==> config.mk <==
export PLATFORM = sky130hd
export DESIGN_NAME = trig_busy_ctrl
export DESIGN_NICKNAME = d
export VERILOG_FILES = /design/src/rtl/tbc_pkg.sv /design/src/rtl/tbc_seq.sv /design/src/rtl/tbc_bus_port.sv /design/src/rtl/tbc_led_stretch.sv /design/src/rtl/trig_busy_ctrl.sv
export SDC_FILE = /design/constraint.sdc
export NUM_CORES = 1
export LEC_CHECK = 0
export ABC_AREA = 1
export BUFFER_PORTS_ARGS = -buffer_cell sky130_fd_sc_hd__buf_4
export CORE_MARGIN = 1
export CORE_UTILIZATION = 59
export DETAILED_ROUTE_END_ITERATION = 7
export GPL_ROUTABILITY_DRIVEN = 0
export PLACE_DENSITY = 0.84
export SLEW_MARGIN = 40
export SYNTH_ARGS = -nofsm -noshare
export SYNTH_HDL_FRONTEND = slang
export SYNTH_SLANG_ARGS = --single-unit
==> constraint.sdc <==
create_clock -name clk -period 3.3 [get_ports clk]
set_clock_uncertainty 0.2 [all_clocks]
set_input_delay 0.165 -clock clk [delete_from_list [all_inputs] [get_ports clk]]
set_output_delay 0.165 -clock clk [all_outputs]
set_load 0.01 [all_outputs]
==> src/rtl/tbc_pkg.sv <==
package tbc_pkg;

    typedef enum logic [1:0] {
        ST_IDLE    = 2'd0,
        ST_WAIT_L2 = 2'd1,
        ST_XFER    = 2'd2,
        ST_DONE    = 2'd3
    } seq_state_e;

    localparam int REG_STATUS = 0;
    localparam int REG_CMD    = 1;
    localparam int REG_OVR    = 2;

    localparam int CMD_SW_RDY  = 0;
    localparam int CMD_SW_FIN  = 1;
    localparam int CMD_IRQ_CLR = 2;

    localparam int STAT_BUSY = 2;
    localparam int STAT_IRQ  = 3;
    localparam int STAT_RDY  = 4;
    localparam int STAT_W    = 5;

    typedef struct packed {
        logic sw_rdy;
        logic sw_fin;
        logic irq_clr;
    } cmd_t;

    function automatic logic state_busy(seq_state_e s);
        return (s == ST_WAIT_L2) || (s == ST_XFER);
    endfunction

    function automatic logic state_ready(seq_state_e s);
        return s == ST_XFER;
    endfunction

endpackage

==> src/rtl/tbc_seq.sv <==
module tbc_seq
    import tbc_pkg::*;
#(
    parameter int OVR_W = 8
) (
    input  logic             clk,
    input  logic             rst,
    input  logic             l1_accept,
    input  logic             l2_accept,
    input  logic             l2_reject,
    input  logic             crate_init,
    input  logic             xfer_done,
    input  cmd_t             cmd,
    output seq_state_e       state,
    output logic             irq,
    output logic [OVR_W-1:0] ovr_cnt,
    output logic             l2_taken
);

    localparam logic [OVR_W-1:0] OVR_MAX = {OVR_W{1'b1}};

    seq_state_e state_q, state_d;
    logic       irq_q;
    logic [OVR_W-1:0] ovr_q;
    logic       l1_take;
    logic       ovr_evt;

    assign l1_take = (state_q == ST_IDLE) && l1_accept && !crate_init;
    assign ovr_evt = (state_q != ST_IDLE) && l1_accept && !crate_init;

    always_comb begin
        state_d  = state_q;
        l2_taken = 1'b0;
        unique case (state_q)
            ST_IDLE: begin
                if (l1_accept) state_d = ST_WAIT_L2;
            end
            ST_WAIT_L2: begin
                if (l2_reject) begin
                    state_d = ST_IDLE;
                end else if (l2_accept) begin
                    state_d  = ST_XFER;
                    l2_taken = 1'b1;
                end else if (cmd.sw_rdy) begin
                    state_d = ST_XFER;
                end
            end
            ST_XFER: begin
                if (xfer_done || cmd.sw_fin) state_d = ST_DONE;
            end
            ST_DONE: begin
                state_d = ST_IDLE;
            end
            default: state_d = ST_IDLE;
        endcase
        if (crate_init) begin
            state_d  = ST_IDLE;
            l2_taken = 1'b0;
        end
    end

    always_ff @(posedge clk) begin
        if (rst) begin
            state_q <= ST_IDLE;
            irq_q   <= 1'b0;
            ovr_q   <= '0;
        end else begin
            state_q <= state_d;
            if (crate_init) begin
                irq_q <= 1'b0;
            end else if (l1_take) begin
                irq_q <= 1'b1;
            end else if (cmd.irq_clr) begin
                irq_q <= 1'b0;
            end
            if (ovr_evt && (ovr_q != OVR_MAX)) begin
                ovr_q <= ovr_q + 1'b1;
            end
        end
    end

    assign state   = state_q;
    assign irq     = irq_q;
    assign ovr_cnt = ovr_q;

    AST_L1_TAKE: assert property (@(posedge clk) disable iff (rst)
        (state_q == ST_IDLE && l1_accept && !crate_init) |=> (state_q == ST_WAIT_L2 && irq_q))
        else $error("l1 accept not taken");

    AST_RDY_HELD: assert property (@(posedge clk) disable iff (rst)
        (state_q == ST_XFER && !xfer_done && !cmd.sw_fin && !crate_init) |=> (state_q == ST_XFER))
        else $error("transfer window dropped early");

    AST_DONE_ONE: assert property (@(posedge clk) disable iff (rst)
        (state_q == ST_DONE) |=> (state_q == ST_IDLE))
        else $error("done state lingered");

    AST_REJECT_DROP: assert property (@(posedge clk) disable iff (rst)
        (state_q == ST_WAIT_L2 && l2_reject && !crate_init) |=> (state_q == ST_IDLE))
        else $error("reject did not free the board");

    AST_INIT_IDLE: assert property (@(posedge clk) disable iff (rst)
        crate_init |=> (state_q == ST_IDLE && !irq_q))
        else $error("init did not return to idle");

    AST_IRQ_LEVEL: assert property (@(posedge clk) disable iff (rst)
        (irq_q && !cmd.irq_clr && !crate_init) |=> irq_q)
        else $error("irq dropped without a clear");

    AST_OVR_NO_WRAP: assert property (@(posedge clk) disable iff (rst)
        (ovr_q == OVR_MAX) |=> (ovr_q == OVR_MAX))
        else $error("overrun counter wrapped");

    AST_OVR_STATE_KEPT: assert property (@(posedge clk) disable iff (rst)
        (state_q == ST_WAIT_L2 && l1_accept && !l2_accept && !l2_reject && !cmd.sw_rdy && !crate_init)
        |=> (state_q == ST_WAIT_L2))
        else $error("late l1 accept changed state");

endmodule

==> src/rtl/tbc_bus_port.sv <==
module tbc_bus_port
    import tbc_pkg::*;
#(
    parameter int ADDR_W = 4,
    parameter int DATA_W = 16,
    parameter int OVR_W  = 8
) (
    input  logic              clk,
    input  logic              rst,
    input  logic              bus_valid,
    input  logic              bus_write,
    input  logic [ADDR_W-1:0] bus_addr,
    input  logic [DATA_W-1:0] bus_wdata,
    output logic              bus_ack,
    output logic [DATA_W-1:0] bus_rdata,
    input  seq_state_e        state,
    input  logic              irq,
    input  logic [OVR_W-1:0]  ovr_cnt,
    output cmd_t              cmd
);

    localparam logic [ADDR_W-1:0] A_STATUS = ADDR_W'(REG_STATUS);
    localparam logic [ADDR_W-1:0] A_CMD    = ADDR_W'(REG_CMD);
    localparam logic [ADDR_W-1:0] A_OVR    = ADDR_W'(REG_OVR);

    logic              wr_pend_q;
    logic              ack_q;
    logic [DATA_W-1:0] rdata_q;
    logic [DATA_W-1:0] rd_mux;
    cmd_t              cmd_q;
    logic              rd_req;
    logic              wr_req;
    logic              unused_wdata;

    assign rd_req = bus_valid && !bus_write;
    assign wr_req = bus_valid && bus_write;
    assign unused_wdata = ^bus_wdata[DATA_W-1:3];

    always_comb begin
        rd_mux = '0;
        if (bus_addr == A_STATUS) begin
            rd_mux[1:0]       = state;
            rd_mux[STAT_BUSY] = state_busy(state);
            rd_mux[STAT_IRQ]  = irq;
            rd_mux[STAT_RDY]  = state_ready(state);
        end else if (bus_addr == A_OVR) begin
            rd_mux = DATA_W'(ovr_cnt);
        end
    end

    always_ff @(posedge clk) begin
        if (rst) begin
            wr_pend_q <= 1'b0;
            ack_q     <= 1'b0;
            rdata_q   <= '0;
            cmd_q     <= '0;
        end else begin
            cmd_q     <= '0;
            wr_pend_q <= wr_req;
            ack_q     <= wr_pend_q || rd_req;
            if (wr_req && bus_addr == A_CMD) begin
                cmd_q.sw_rdy  <= bus_wdata[CMD_SW_RDY];
                cmd_q.sw_fin  <= bus_wdata[CMD_SW_FIN];
                cmd_q.irq_clr <= bus_wdata[CMD_IRQ_CLR];
            end
            if (rd_req) begin
                rdata_q <= rd_mux;
            end
        end
    end

    assign bus_ack   = ack_q;
    assign bus_rdata = rdata_q;
    assign cmd       = cmd_q;

    AST_READ_NO_CMD: assert property (@(posedge clk) disable iff (rst)
        (bus_valid && !bus_write) |=> (cmd_q == '0))
        else $error("read produced a command strobe");

    AST_READ_ACK: assert property (@(posedge clk) disable iff (rst)
        (bus_valid && !bus_write) |=> ack_q)
        else $error("read not acknowledged");

    AST_WR_ACK_LAG: assert property (@(posedge clk) disable iff (rst)
        (cmd_q != '0) |=> ack_q)
        else $error("write ack did not follow strobe");

    initial begin
        AST_DATA_FITS: assert (DATA_W >= STAT_W && DATA_W >= OVR_W && DATA_W >= 3)
            else $error("data width too small");
    end

endmodule

==> src/rtl/tbc_led_stretch.sv <==
module tbc_led_stretch #(
    parameter int HOLD = 12_500_000
) (
    input  logic clk,
    input  logic rst,
    input  logic trig,
    output logic led
);

    localparam int CNT_W = $clog2(HOLD + 1);

    logic [CNT_W-1:0] cnt_q;

    always_ff @(posedge clk) begin
        if (rst) begin
            cnt_q <= '0;
        end else if (trig) begin
            cnt_q <= CNT_W'(HOLD);
        end else if (cnt_q != '0) begin
            cnt_q <= cnt_q - 1'b1;
        end
    end

    assign led = (cnt_q != '0);

    AST_LED_SOURCE: assert property (@(posedge clk) disable iff (rst)
        $rose(led) |-> $past(trig))
        else $error("indicator rose without a real accept");

endmodule

==> src/rtl/trig_busy_ctrl.sv <==
module trig_busy_ctrl
    import tbc_pkg::*;
#(
    parameter int ADDR_W   = 4,
    parameter int DATA_W   = 16,
    parameter int OVR_W    = 8,
    parameter int LED_HOLD = 12_500_000
) (
    input  logic              clk,
    input  logic              rst,
    input  logic              l1_accept,
    input  logic              l2_accept,
    input  logic              l2_reject,
    input  logic              crate_init,
    input  logic              xfer_done,
    input  logic              bus_valid,
    input  logic              bus_write,
    input  logic [ADDR_W-1:0] bus_addr,
    input  logic [DATA_W-1:0] bus_wdata,
    output logic              bus_ack,
    output logic [DATA_W-1:0] bus_rdata,
    output logic              l1_busy,
    output logic              slv_rdy_n,
    output logic              irq,
    output logic              led_l2_acc
);

    seq_state_e       state;
    cmd_t             cmd;
    logic [OVR_W-1:0] ovr_cnt;
    logic             l2_taken;

    tbc_seq #(.OVR_W(OVR_W)) u_seq (
        .clk        (clk),
        .rst        (rst),
        .l1_accept  (l1_accept),
        .l2_accept  (l2_accept),
        .l2_reject  (l2_reject),
        .crate_init (crate_init),
        .xfer_done  (xfer_done),
        .cmd        (cmd),
        .state      (state),
        .irq        (irq),
        .ovr_cnt    (ovr_cnt),
        .l2_taken   (l2_taken)
    );

    tbc_bus_port #(.ADDR_W(ADDR_W), .DATA_W(DATA_W), .OVR_W(OVR_W)) u_bus (
        .clk       (clk),
        .rst       (rst),
        .bus_valid (bus_valid),
        .bus_write (bus_write),
        .bus_addr  (bus_addr),
        .bus_wdata (bus_wdata),
        .bus_ack   (bus_ack),
        .bus_rdata (bus_rdata),
        .state     (state),
        .irq       (irq),
        .ovr_cnt   (ovr_cnt),
        .cmd       (cmd)
    );

    tbc_led_stretch #(.HOLD(LED_HOLD)) u_led (
        .clk  (clk),
        .rst  (rst),
        .trig (l2_taken),
        .led  (led_l2_acc)
    );

    assign l1_busy   = state_busy(state);
    assign slv_rdy_n = !state_ready(state);

    AST_RDY_NEEDS_ACCEPT: assert property (@(posedge clk) disable iff (rst)
        (l1_busy && !slv_rdy_n) |=> (l1_busy || slv_rdy_n))
        else $error("slave ready left busy window");

    AST_FIN_RELEASE: assert property (@(posedge clk) disable iff (rst)
        (!slv_rdy_n && xfer_done) |=> (slv_rdy_n && !l1_busy))
        else $error("transfer completion not honoured");

endmodule

==> flow_metrics.env <==
export IMPL_outcome="complete, no violations"
export IMPL_die_y_um=68.5
export IMPL_ys_top_cells_by_area="dfxtp_1 37%, nand2_1 10%, nor2_1 10%"
export IMPL_start_util_pct=63.5
export IMPL_ctsResizeCount=0
export IMPL_clk_pin_slew_worst_paths_ns=0.09
export IMPL_drive_above_1_share_pct=12.2
export IMPL_finalHoldViolations=0
export IMPL_syn_area_um2=2610
export IMPL_grt_max_degree=21
export IMPL_firstDrtPassIters=4
export IMPL_synthMuxAreaShare_pct=0
export IMPL_dp_hpwl_um=4020
export IMPL_finalCritPeriodShare_pct=62.1
export IMPL_path_class="reg2reg"
export IMPL_fin_crit_ns=2.05
export IMPL_cellLeakagePower_nw=1.42
export IMPL_grt_util_all_layers_pct=28.1
export IMPL_synth_area_leader_cell="dfxtp_1"
export IMPL_avgSynthCellArea_um2=6.82
export IMPL_synth_top_family_by_area="simple AND/OR/NAND/NOR gates"
export IMPL_drt_total_wl_um=5750
export IMPL_setup_viol=0
export IMPL_synth_cell_type_count=32
export IMPL_clkLatencyLatePin_ns=0.31
export IMPL_p_sw_mw=1.33
export IMPL_crit_arrival_ns=2.10
export IMPL_std_cell_rows=23
export IMPL_worst_path_max_fanout=11
export IMPL_comb_power_share_pct=54.6
export IMPL_place_ws_ns=1.39
export IMPL_drc=0
export IMPL_sw_frac_of_total_pct=46.9
export IMPL_holdBufCountCts=9
export IMPL_final_max_slew_viol_count=0
export IMPL_slew_limit_headroom_pct=62.0
export IMPL_netlist_instances=383
export IMPL_synth_compound_area_share_pct=10.4
export IMPL_hold_depth=4
export IMPL_start_kind="flop"
export IMPL_clock_fmax_mhz=488
export IMPL_vias=2480
export IMPL_synth_xor_area_share_pct=3.35
export IMPL_core_area_um2=4120
export IMPL_path_common_cell="nand2_1"
export IMPL_power_internal_mw=1.51
export IMPL_dieArea_um2=4700
export IMPL_max_stage_delay_ns=0.39
export IMPL_crit_chain="inv_1, ha_1, inv_1, nand2_1, nor2_1, nand2_1, inv_1, nand2_1, nand2_1, nand2_1, nor2_1"
export IMPL_holdWs_ns=0.0101
export IMPL_ff2ff_path_depth=11
export IMPL_wl_per_cell_um=12.3
export IMPL_seq_area_frac_synth_pct=36.8
export IMPL_ioPinCount=50
export IMPL_nFillCells=355
export IMPL_synth_top_area_share_pct=36.8
export IMPL_root_buffer="clkbuf_8"
export IMPL_grt_overflow_total=0
export IMPL_p_clk_share_pct=15.0
export IMPL_seqPwrFrac_pct=30.4
export IMPL_synth_adder_area_share_pct=2.87
export IMPL_critPathRequiredTime_ns=3.35
export IMPL_nets=452
export IMPL_critPathCaptureType="flop"
export IMPL_setup_ws_ns=1.25
export IMPL_crit_slowest_cell="dfxtp_1"
export IMPL_worst_slew_pin_slew_ns=0.570
export IMPL_clk_path_buf_depth=2
export IMPL_yosys_area_share_simple_pct=35.3
export IMPL_antenna_found_initial=0
export IMPL_yosys_warnings=0
export IMPL_fp_dieW_um=68.5
export IMPL_fin_setup_tns_ns=0
export IMPL_cts_sinks=48
export IMPL_grt_pass1_wl_um=9800
export IMPL_grt_setup_unrepaired="no"
export IMPL_ant_nets=0
export IMPL_diodes=0
export IMPL_maxCapViolCount=0
export IMPL_grt_pass1_vias=2330
export IMPL_via_per_inst=5.30
export IMPL_seq_area_um2=961
export IMPL_synth_seq_cells=48
export IMPL_power_density_nw_per_um2=948
export IMPL_cts_tree="built"
export IMPL_syn_to_final_growth_pct=14.8
export IMPL_drtIter0Drc=169
export IMPL_port_buffers=28
export IMPL_min_path_type="in2reg"
export IMPL_cts_setup_buffers=0
export IMPL_cts_buffers=5
export IMPL_peakVddDrop_uv=388
export IMPL_multi_input_area_um2=1390
export IMPL_cts_max_level=2
==> cells in the mapped netlist <==
cell and number:
nor3_1 7, nor4_1 1, nor2_8 1, buf_1 1
o211a_1 1, ha_1 6, a2bb2oi_1 1, nor2_1 70
nor2_2 7, nand4_1 9, o221ai_1 5, nand3b_1 1
buf_6 2, conb_1 1, clkbuf_1 2, o31ai_1 1
buf_2 4, nor2_4 2, nand3_2 1, dfxtp_1 48
nand2_1 71, or2_2 1, nand3_1 33, o21ai_0 12
inv_1 46, clkinv_1 1, a21oi_1 24, buf_4 8
a21o_1 3, xor2_1 7, nand2_2 3, xnor2_1 3
==> state kept, by name, summed over array words and instances (netlist names), named ones only <==
| name | cells |
|---|---|
| u_led.cnt_q | 24 |
| u_bus.wr_pend_q | 1 |
| u_bus.bus_ack | 1 |
| u_bus.cmd | 3 |
| u_seq.irq | 1 |
| u_seq.ovr_cnt | 8 |
| u_seq.state | 1 |
| u_bus.bus_rdata | 8 |
==> kinds of logic after synthesis <==
kind of cell	after synthesis
and+or+nand+nor	207
DFF	48
other	1
xor gates and xnor gates	10
adders and majority gates	6
buffers and inverters	64
AOI/OAI and AO/OA	47
==> critical path: cells and delay by family (launching register included) <==
family        cells  cell delay, ns
fa+ha+maj         1            0.23
simple gates      7            0.78
flops             1            0.39
buf+inv           3            0.40
==> power groups by stage <==
stage	sequential [mW]	clock (mW)	combinational (mW)
floorplan	0.842	0	1.30
global placement	0.865	0	1.48
detailed placement	0.874	0	1.53
CTS	0.862	0.430	1.55
global route	0.885	0.458	1.77
finish	0.864	0.426	1.55
==> worst paths after layout <==
| check | from | end | slack (ns) |
|---|---|---|---|
| hold reg to reg | u_bus.wr_pend_q | u_bus.bus_ack | 0.28 |
| setup / recovery | u_seq.state[0] | u_seq.ovr_cnt[6] | 1.25 |
| hold / removal | bus_addr[1] | u_bus.cmd[2] | 0.01 |
| setup reg to reg | u_seq.state[0] | u_seq.ovr_cnt[6] | 1.25 |
==> layout by cell type, fill, tap and decap left out <==
cell and n:
nand2_1 71, nor2_1 69, dfxtp_1 48, inv_1 46, nand3_1 33, buf_4 28
a21oi_1 24, o21ai_0 12, nand4_1 9, dlygate4sd3_1 9, nor2_2 8, conb_1 8
nor3_1 7, xor2_1 7, ha_1 6, o221ai_1 5, clkbuf_8 5, nand2_2 3
xnor2_1 3, a21o_1 3, nor2_4 2, o31ai_1 1, nor4_1 1, clkinv_1 1
nand3_2 1, nand3b_1 1, o211a_1 1, nor2_8 1, or2_2 1, a2bb2oi_1 1
bufinv_16 1, clkinv_2 1, clkbuf_1 1
==> per-layer routing <==
layer  vias to the layer above  wire length, um  global-route usage, %  part of all wire, %
li1                       1278                -                      -                    -
met1                      1129             2520                   31.1                   44
met2                        61             2830                   51.6                   49
met3                        12              291                   6.74                  5.1
met4                         0              109                   10.2                  1.9
met5                         -                0                      0                    0
==> final cells by class <==
class | count | area share (%)
sequential | 48 | 32.1
timing repair buffer | 37 | 10.0
inverter | 47 | 5.89
multi-input combinational | 278 | 46.3
tap | 50 | 2.09
clock buffer | 6 | 2.42
clock inverter | 2 | 1.17
==> metrics by stage <==
stage               cell area (um2)  std cells  power (mW)  util (%)
floorplan                      2640        390        2.14         -
CTS                            3000        468        2.84      72.8
global placement               2800        451        2.34      68.0
detailed placement             2800        451        2.40      68.0
finish                         3000        468        2.84      72.8
global route                   3000        468        3.11      72.8
Note: power is estimated with default switching activity, not from simulation.
